File: src/rtl/mri_pkg.sv
package mri_pkg;
    localparam int WORD_W  = 16;
    localparam int ADDR_W  = 12;
    localparam int SC_W    = 4;
    localparam int OP_W    = 3;
    localparam int NUM_MR  = (1 << OP_W) - 1;
    localparam int T_FIRST = 4;
    localparam int T_LAST  = 6;

    typedef enum logic [OP_W-1:0] {
        OP_AND = 3'd0,
        OP_ADD = 3'd1,
        OP_LDA = 3'd2,
        OP_STA = 3'd3,
        OP_BUN = 3'd4,
        OP_BSA = 3'd5,
        OP_ISZ = 3'd6,
        OP_NMR = 3'd7
    } op_e;

    typedef enum logic [1:0] {
        WSRC_AC = 2'd0,
        WSRC_PC = 2'd1,
        WSRC_DR = 2'd2
    } wsrc_e;

    typedef struct packed {
        logic  dr_ld_mem;
        logic  dr_inc;
        logic  ac_and;
        logic  ac_add;
        logic  ac_ld_dr;
        logic  ar_inc;
        logic  pc_ld_ar;
        logic  pc_inc;
        logic  mem_rd;
        logic  mem_wr;
        wsrc_e wsrc;
        logic  sc_clr;
    } ctrl_t;

    function automatic logic is_mem_ref(input logic [OP_W-1:0] o);
        return o != OP_NMR;
    endfunction

    function automatic logic [WORD_W-1:0] addr_to_word(input logic [ADDR_W-1:0] a);
        return {{(WORD_W-ADDR_W){1'b0}}, a};
    endfunction
endpackage

File: src/rtl/mri_opdec.sv
module mri_opdec
    import mri_pkg::*;
(
    input  logic                clk,
    input  logic                rst,
    input  logic                capture,
    input  logic [OP_W-1:0]     op,
    output logic [NUM_MR-1:0]   dline
);
    for (genvar i = 0; i < NUM_MR; i++) begin : g_line
        always_ff @(posedge clk) begin
            if (rst)
                dline[i] <= 1'b0;
            else if (capture)
                dline[i] <= (op == OP_W'(i));
        end
    end
endmodule

File: src/rtl/mri_timing.sv
module mri_timing
    import mri_pkg::*;
(
    input  logic                   clk,
    input  logic                   rst,
    input  logic                   load,
    input  logic                   clr,
    output logic                   busy,
    output logic [T_LAST:T_FIRST]  tline
);
    logic [SC_W-1:0] sc;

    always_ff @(posedge clk) begin
        if (rst)
            sc <= '0;
        else if (load)
            sc <= SC_W'(T_FIRST);
        else if (clr)
            sc <= '0;
        else if (sc != '0)
            sc <= sc + SC_W'(1);
    end

    assign busy = (sc != '0);

    for (genvar t = T_FIRST; t <= T_LAST; t++) begin : g_step
        assign tline[t] = (sc == SC_W'(t));
    end
endmodule

File: src/rtl/mri_ctrl.sv
module mri_ctrl
    import mri_pkg::*;
(
    input  logic [NUM_MR-1:0]      dline,
    input  logic [T_LAST:T_FIRST]  tline,
    input  logic                   dr_zero,
    output ctrl_t                  ctrl
);
    logic t4, t5, t6;
    logic d_and, d_add, d_lda, d_sta, d_bun, d_bsa, d_isz;

    assign t4    = tline[T_FIRST];
    assign t5    = tline[T_FIRST+1];
    assign t6    = tline[T_LAST];
    assign d_and = dline[OP_AND];
    assign d_add = dline[OP_ADD];
    assign d_lda = dline[OP_LDA];
    assign d_sta = dline[OP_STA];
    assign d_bun = dline[OP_BUN];
    assign d_bsa = dline[OP_BSA];
    assign d_isz = dline[OP_ISZ];

    always_comb begin
        ctrl           = '0;
        ctrl.dr_ld_mem = t4 & (d_and | d_add | d_lda | d_isz);
        ctrl.mem_rd    = ctrl.dr_ld_mem;
        ctrl.mem_wr    = (t4 & (d_sta | d_bsa)) | (t6 & d_isz);
        ctrl.wsrc      = d_bsa ? WSRC_PC : (d_isz ? WSRC_DR : WSRC_AC);
        ctrl.ar_inc    = t4 & d_bsa;
        ctrl.pc_ld_ar  = (t4 & d_bun) | (t5 & d_bsa);
        ctrl.ac_and    = t5 & d_and;
        ctrl.ac_add    = t5 & d_add;
        ctrl.ac_ld_dr  = t5 & d_lda;
        ctrl.dr_inc    = t5 & d_isz;
        ctrl.pc_inc    = t6 & d_isz & dr_zero;
        ctrl.sc_clr    = (t4 & (d_sta | d_bun))
                       | (t5 & (d_and | d_add | d_lda | d_bsa))
                       | (t6 & d_isz);
    end
endmodule

File: src/rtl/mri_datapath.sv
module mri_datapath
    import mri_pkg::*;
(
    input  logic               clk,
    input  logic               rst,
    input  logic               load,
    input  logic [ADDR_W-1:0]  ea,
    input  logic [ADDR_W-1:0]  pc_in,
    input  logic [WORD_W-1:0]  ac_in,
    input  logic               e_in,
    input  ctrl_t              ctrl,
    input  logic [WORD_W-1:0]  mem_rdata,
    output logic [WORD_W-1:0]  mem_wdata,
    output logic               dr_zero,
    output logic [ADDR_W-1:0]  ar,
    output logic [ADDR_W-1:0]  pc,
    output logic [WORD_W-1:0]  dr,
    output logic [WORD_W-1:0]  ac,
    output logic               e
);
    logic [WORD_W:0] sum;

    assign sum     = {1'b0, ac} + {1'b0, dr};
    assign dr_zero = (dr == '0);

    always_comb begin
        unique case (ctrl.wsrc)
            WSRC_PC: mem_wdata = addr_to_word(pc);
            WSRC_DR: mem_wdata = dr;
            default: mem_wdata = ac;
        endcase
    end

    always_ff @(posedge clk) begin
        if (rst) begin
            ar <= '0;
            pc <= '0;
            dr <= '0;
            ac <= '0;
            e  <= 1'b0;
        end else if (load) begin
            ar <= ea;
            pc <= pc_in;
            ac <= ac_in;
            e  <= e_in;
        end else begin
            if (ctrl.ar_inc)
                ar <= ar + ADDR_W'(1);
            if (ctrl.dr_ld_mem)
                dr <= mem_rdata;
            else if (ctrl.dr_inc)
                dr <= dr + WORD_W'(1);
            if (ctrl.ac_and)
                ac <= ac & dr;
            else if (ctrl.ac_add)
                {e, ac} <= sum;
            else if (ctrl.ac_ld_dr)
                ac <= dr;
            if (ctrl.pc_ld_ar)
                pc <= ar;
            else if (ctrl.pc_inc)
                pc <= pc + ADDR_W'(1);
        end
    end
endmodule

File: src/rtl/mri_exec.sv
module mri_exec
    import mri_pkg::*;
(
    input  logic               clk,
    input  logic               rst,
    input  logic               start,
    input  logic [OP_W-1:0]    op,
    input  logic [ADDR_W-1:0]  ea,
    input  logic [ADDR_W-1:0]  pc_in,
    input  logic [WORD_W-1:0]  ac_in,
    input  logic               e_in,
    output logic [ADDR_W-1:0]  mem_addr,
    output logic               mem_rd,
    output logic               mem_wr,
    output logic [WORD_W-1:0]  mem_wdata,
    input  logic [WORD_W-1:0]  mem_rdata,
    output logic               busy,
    output logic [WORD_W-1:0]  ac,
    output logic [ADDR_W-1:0]  pc,
    output logic               e,
    output logic [ADDR_W-1:0]  ar,
    output logic [WORD_W-1:0]  dr
);
    logic                   accept;
    logic [NUM_MR-1:0]      dline;
    logic [T_LAST:T_FIRST]  tline;
    logic                   dr_zero;
    ctrl_t                  ctrl;

    assign accept = start & ~busy & is_mem_ref(op);

    mri_opdec u_opdec (
        .clk     (clk),
        .rst     (rst),
        .capture (accept),
        .op      (op),
        .dline   (dline)
    );

    mri_timing u_timing (
        .clk   (clk),
        .rst   (rst),
        .load  (accept),
        .clr   (ctrl.sc_clr),
        .busy  (busy),
        .tline (tline)
    );

    mri_ctrl u_ctrl (
        .dline   (dline),
        .tline   (tline),
        .dr_zero (dr_zero),
        .ctrl    (ctrl)
    );

    mri_datapath u_dp (
        .clk       (clk),
        .rst       (rst),
        .load      (accept),
        .ea        (ea),
        .pc_in     (pc_in),
        .ac_in     (ac_in),
        .e_in      (e_in),
        .ctrl      (ctrl),
        .mem_rdata (mem_rdata),
        .mem_wdata (mem_wdata),
        .dr_zero   (dr_zero),
        .ar        (ar),
        .pc        (pc),
        .dr        (dr),
        .ac        (ac),
        .e         (e)
    );

    assign mem_addr = ar;
    assign mem_rd   = ctrl.mem_rd;
    assign mem_wr   = ctrl.mem_wr;
endmodule

File: config.mk
export PLATFORM = sky130hd
export DESIGN_NAME = mri_exec
export DESIGN_NICKNAME = d
export VERILOG_FILES = /design/src/rtl/mri_pkg.sv /design/src/rtl/mri_opdec.sv /design/src/rtl/mri_timing.sv /design/src/rtl/mri_ctrl.sv /design/src/rtl/mri_datapath.sv /design/src/rtl/mri_exec.sv
export SDC_FILE = /design/constraint.sdc
export NUM_CORES = 1
export LEC_CHECK = 0
export ABC_AREA = 1
export BUFFER_PORTS_ARGS = -buffer_cell sky130_fd_sc_hd__buf_2
export CAP_MARGIN = 0
export CORE_MARGIN = 5
export CORE_UTILIZATION = 53
export DETAILED_ROUTE_END_ITERATION = 8
export MAX_ROUTING_LAYER = met4
export PLACE_DENSITY_LB_ADDON = 0.3
export SYNTH_ARGS = -nofsm -noshare
export SYNTH_HDL_FRONTEND = slang
export SYNTH_SLANG_ARGS = --single-unit
File: constraint.sdc
create_clock -name clk -period 2.6 [get_ports clk]
set_input_delay 0.26 -clock clk [delete_from_list [all_inputs] [get_ports clk]]
set_output_delay 0.26 -clock clk [all_outputs]
set_load 0.03 [all_outputs]
==> impl_metrics.py, run 1 <==
metrics = {
    "setup_path": {
        "cp-start-kind": "flop",
        "crit_fanout": 23,
        "required_ns": 2.82,
        "cp_slowest_stage_delay_ns": 0.42,
        "endpoint_kind": "flop",
        "cpMostUsedCell": "inv_1",
        "crit_buf_inv": 3,
        "path_delay_family": "simple AND/OR/NAND/NOR gates",
        "cp_slowest_cell": "dfxtp_1",
        "crit_chain": "inv_1 > ha_1 > inv_1 > nor2_4 > nand2_1 > nand2_2 > inv_2 > nand3_2 > o21ai_0 > a31oi_1",
        "crit_type": "flop to flop",
        "cp.arrival_ns": 2.54,
    },
    "global_route": {
        "grt_usage": 0.293,
        "first_global_vias": 5422,
        "overflow": 0,
        "grt_max_degree": 41,
        "antenna_found_initial": 0,
        "grt_pass1_wl_microns": 27000,
    },
    "cts": {
        "cts_sinks": 68,
        "clock_latency_ns": 0.35,
        "htreeDepth": 3,
        "ctsLongestPathBuffers": 2,
        "path_clk_slew_ns": 0.09,
        "numCtsBuffers": 9,
        "cts_tree": "yes",
        "cts-root-buf": "clkbuf_8",
    },
    "drt": {
        "viasPerCell": 5.77,
        "drtAntennaViolNets": 0,
        "drtIter0Drc": 452,
        "wl_microns": 17400,
        "wl_per_cell_microns": 16.4,
        "drt_pass1_iterations": 5,
        "via_count": 6137,
        "drc": 0,
    },
    "die": {
        "initial_utilization": 0.539,
        "boundaryPins": 151,
        "die_height_microns": 110,
        "die_x_microns": 110,
        "row_count": 36,
        "die-area_sq_um": 12000,
        "coreArea_sq_um": 9730,
    },
    "power_and_ir_drop": {
        "irDropWorstVdd_uv": 293,
        "power_mw": 3.75,
        "p_per_area_nw_per_um2": 604,
        "power_leakage_nw": 2.91,
    },
    "sta": {
        "finClkSkew_ns": 0.0160,
        "timing.fmax_ghz": 0.431,
        "slew_headroom": 0.470,
        "rsz0062_at_grt": "false",
        "hold_viol": 0,
        "fin_tns_setup_ns": 0,
        "period_needed_ns": 2.32,
        "maxSlewViolCount": 0,
        "worst_pin_slew_ns": 0.794,
        "fin_crit_sh": 0.892,
        "setup_viol": 0,
    },
    "layout": {
        "n_fill_cell": 988,
        "insertedDiodeCount": 0,
        "drive_gt1_frac": 0.222,
        "nets": 1013,
        "synthToLayoutAreaGrowth_pct": 18.5,
    },
    "placed_design": {
        "dpl.hpwl_microns": 13100,
        "portBuffers": 150,
        "gp_congestion": 0.968,
    },
    "logic_synthesis": {
        "netlist_instances": 797,
        "yosysMostFrequentCell": "nand2_1",
        "ys_warn_count": 0,
        "yosysTopAreaCellShare": 0.259,
        "syn_area_sq_um": 5250,
        "synth-seq-cells": 68,
        "yosys.area.top_type": "dfxtp_1",
        "synth_nets": 885,
        "postSynthAreaPerCell_sq_um": 6.58,
        "synth-edff-count": 0,
        "yosysSeqAreaShare": 0.259,
        "synth_cell_types": 42,
        "synth_top_cells_by_count": "156 x nand2_1, 90 x o21ai_0, 86 x a21oi_1, 81 x inv_1, 68 x dfxtp_1",
        "ys_async_sr_fraction": 0,
        "synth_ff_type": "dfxtp_1",
        "synth_area_leaders": "dfxtp_1 26%, nand2_1 11%, o21ai_0 8.6%",
    },
    "outcome": {
        "outcome": "completed",
    },
    "flow_run": {
        "drv_cap": 0,
    },
    "worst_hold_path": {
        "hp-class": "input pin to flop",
    },
}
[area by class of cell]
cell class | instances | area, sq um | area share
clock inverter | 6 | 65.1 | 0.0105
inverter | 86 | 325 | 0.0523
sequential | 68 | 1360 | 0.219
clock buffer | 10 | 128 | 0.0205
timing repair buffer | 165 | 876 | 0.141
multi-input combinational | 595 | 3290 | 0.530
tap | 133 | 166 | 0.0268
[placed cells by master (no fill, tap or decap), types with 18 or more instances in the layout]
master	instances
ha_1	24
a21oi_1	86
nand3_1	47
nand2_1	156
o21ai_0	90
inv_1	81
nor2_1	45
buf_2	150
dfxtp_1	68
xor2_1	18
[cells by family after synthesis]
| family | share of synthesized area |
|---|---|
| AND/OR/NAND/NOR | 0.245 |
| AO/OA/AOI/OAI | 0.283 |
| buffers and inverters | 0.113 |
| flip-flops | 0.259 |
| adder cells (fa/ha/maj) | 0.0610 |
| XOR/XNOR | 0.0384 |
[sequential cells by signal (all words and copies together), names as in the netlist]
signal         flops
u_dp.ac           16
u_dp.dr           16
u_dp.ar           12
u_dp.pc           12
u_opdec.dline      7
u_timing.sc        4
u_dp.e             1
[worst register-to-register path: stages (launching register included)]
cell and delay [ns]:
dfxtp_1 0.42, inv_1 0.11, ha_1 0.21, inv_1 0.12
nor2_4 0.07, nand2_1 0.09, nand2_2 0.21, inv_2 0.23
nand3_2 0.37, o21ai_0 0.31, a31oi_1 0.06
[what timing repair did]
item                       CTS  global route
buffers inserted             0             0
hold buffers                 0             0
gates resized for setup      0             1
setup endpoints to repair    0            13
[metal layers]
metal	GRT usage	vias up	share of wire
met1	0.411	2768	0.44
met3	0.0446	32	0.099
li1	-	3011	-
met4	0.0899	0	0.019
met5	-	-	0
met2	0.434	326	0.44
[through the flow]
stage	instances	utilization	hold WS [ns]	worst slack (ns)	cell area [sq um]
after floorplan	797	-	0.421	0.568	5250
after global placement	1047	0.619	0.470	0.397	6020
after detailed placement	1047	0.619	0.489	0.353	6020
after CTS	1063	0.639	0.163	0.0318	6210
after global routing	1063	0.639	0.181	0.0791	6220
final	1063	0.639	0.169	0.281	6220
[power breakdown]
| group | switching [mW] | internal (mW) | leakage, nW |
|---|---|---|---|
| combinational | 1.03 | 0.476 | 2.26 |
| sequential | 0.185 | 1.16 | 0.557 |
| clock | 0.456 | 0.444 | 0.0962 |
[final timing paths]
path,endpoint,startpoint,slack [ns],cells after the start
setup / recovery,u_dp.pc[7],u_timing.sc[0],0.28,10
hold / removal,u_dp.dr[2],mem_rdata[2],0.17,3
hold reg to reg,u_dp.e,u_dp.e,0.50,2
setup reg to reg,u_dp.pc[7],u_timing.sc[0],0.28,10
Power figures use the tool's default switching activity.
==> run 2, diff against run 1 <==
- MAX_ROUTING_LAYER: met4 -> unset
==> run 2 against run 1 <==
  * Via count is 0.62% lower
  * Maximum frequency shrank 0.85%
  * Critical path depth down 5
  * Highest routed layer unchanged
  * Critical path type is now flop to primary output
  * Global-route usage down 1.4 points
  * Largest cell class unchanged
  * Total power increased by 4.9%
  * Largest power group unchanged
  * Wire length fell by 1.4%
==> impl_metrics.py, run 2 (synthesized netlist as in run 1, its figures left out) <==
metrics = {
    "power_and_ir_drop": {
        "p_sw_mw": 1.66,
        "power_leakage_nw": 2.93,
        "p_per_area_nw_per_um2": 630,
        "p_comb_frac": 0.380,
        "clockPowerShare": 0.277,
        "power_frac_seq": 0.343,
        "p_int_mw": 2.27,
        "swShare": 0.422,
        "power_mw": 3.94,
        "irDropWorstVdd_uv": 323,
    },
    "setup_path": {
        "cp_slowest_stage_delay_ns": 0.42,
        "crit_buf_inv": 3,
        "crit_fanout": 16,
        "crit_chain": "buf_4 > inv_1 > nand2_1 > o21ai_0 > buf_2",
        "required_ns": 2.34,
        "endpoint_kind": "primary output",
        "cp_slowest_cell": "o21ai_0",
        "cp-start-kind": "flop",
        "crit_type": "flop to primary output",
        "cp.arrival_ns": 2.08,
        "path_delay_family": "buffers and inverters",
    },
    "sta": {
        "worst_pin_slew_ns": 0.825,
        "maxSlewViolCount": 0,
        "rsz0062_at_grt": "false",
        "finClkSkew_ns": 0.0126,
        "hold_viol": 0,
        "setup_viol": 0,
        "timing.fmax_ghz": 0.427,
        "fin_tns_setup_ns": 0,
        "slew_headroom": 0.449,
        "fin_crit_sh": 0.900,
        "period_needed_ns": 2.34,
    },
    "flow_run": {
        "drv_cap": 0,
    },
    "drt": {
        "wl_microns": 17200,
        "viasPerCell": 5.74,
        "wl_per_cell_microns": 16.2,
        "drtAntennaViolNets": 0,
        "drt_pass1_iterations": 5,
        "drtIter0Drc": 525,
        "drc": 0,
        "via_count": 6099,
    },
    "layout": {
        "final_util": 0.642,
        "nets": 1012,
        "design_area_sq_um": 6240,
        "drive_gt1_frac": 0.221,
        "layout_commonest_cell": "nand2_1",
        "n_fill_cell": 962,
        "synthToLayoutAreaGrowth_pct": 19.0,
        "final_cell_mix": "156 x nand2_1, 150 x buf_2, 90 x o21ai_0",
        "insertedDiodeCount": 0,
        "top_regs": "u_dp.ac (16), u_dp.dr (16)",
    },
    "global_route": {
        "grtUsageMet2": 0.435,
        "grt_max_degree": 41,
        "gr-usage-met1": 0.399,
        "antenna_found_initial": 0,
        "use_met3": 0.0435,
        "overflow": 0,
        "first_global_vias": 5340,
        "grt_usage": 0.279,
        "top_usage_layer": "met2",
        "grt_pass1_wl_microns": 26700,
    },
    "placed_design": {
        "gp_congestion": 0.946,
        "portBuffers": 150,
        "postPlaceCellArea_sq_um": 6000,
        "dpl.hpwl_microns": 12900,
    },
    "die": {
        "initial_utilization": 0.539,
        "die_x_microns": 110,
        "boundaryPins": 151,
        "die-area_sq_um": 12000,
        "coreArea_sq_um": 9730,
        "die_height_microns": 110,
        "row_count": 36,
    },
    "cts": {
        "htreeDepth": 3,
        "ctsLongestPathBuffers": 2,
        "path_clk_slew_ns": 0.09,
        "cts_sinks": 68,
        "postCtsSetupRepairBufs": 0,
        "cts-root-buf": "clkbuf_8",
        "numCtsBuffers": 9,
        "clock_latency_ns": 0.36,
        "cts_tree": "yes",
    },
    "worst_hold_path": {
        "hp-class": "input pin to flop",
    },
    "outcome": {
        "outcome": "completed",
    },
}
run 2: tightest hold or removal path: stages:
cell,delay [ns]
buf_2,0.10
nand2_1,0.05
a31oi_1,0.07
run 2: timing repair:
item                       CTS  global route
setup endpoints to repair    0             7
hold buffers                 0             0
gates resized for setup      0             1
run 2: layer usage:
metal | up-vias | part of all wire
met3 | 32 | 0.098
met2 | 329 | 0.44
met4 | 0 | 0.018
met1 | 2738 | 0.44
li1 | 3000 | -
met5 | - | 0
run 2: final cells by class:
type | count | area (sq um) | area share
timing repair buffer | 164 | 856 | 0.137
inverter | 86 | 325 | 0.0521
clock inverter | 6 | 113 | 0.0180
sequential | 68 | 1360 | 0.218
clock buffer | 10 | 128 | 0.0204
tap | 133 | 166 | 0.0267
multi-input combinational | 595 | 3290 | 0.528
run 2: power groups by stage:
stage / Sequential [mW] / Clock, mW / Combinational [mW]
final: 1.35 / 1.09 / 1.49
after global routing: 1.37 / 1.14 / 1.62
after CTS: 1.34 / 1.10 / 1.49
after detailed placement: 1.37 / 0 / 1.48
after global placement: 1.37 / 0 / 1.46
after floorplan: 1.53 / 0 / 0.913
run 2: per-stage QoR:
stage	hold slack [ns]	setup WS, ns	cells
global route	0.168	0.0625	1062
detailed placement	0.487	0.374	1046
CTS	0.160	0.0394	1062
global placement	0.486	0.424	1046
finish	0.164	0.261	1062
floorplan	0.421	0.568	797
run 2: worst paths after layout:
kind | depth (start not counted) | slack, ns | endpoint | from
hold / removal | 3 | 0.16 | u_dp.ar[2] | ea[2]
setup / recovery | 5 | 0.26 | mem_wdata[3] | u_opdec.dline[5]
setup reg to reg | 12 | 0.34 | u_dp.e | u_dp.dr[0]
hold reg to reg | 2 | 0.50 | u_dp.e | u_dp.e
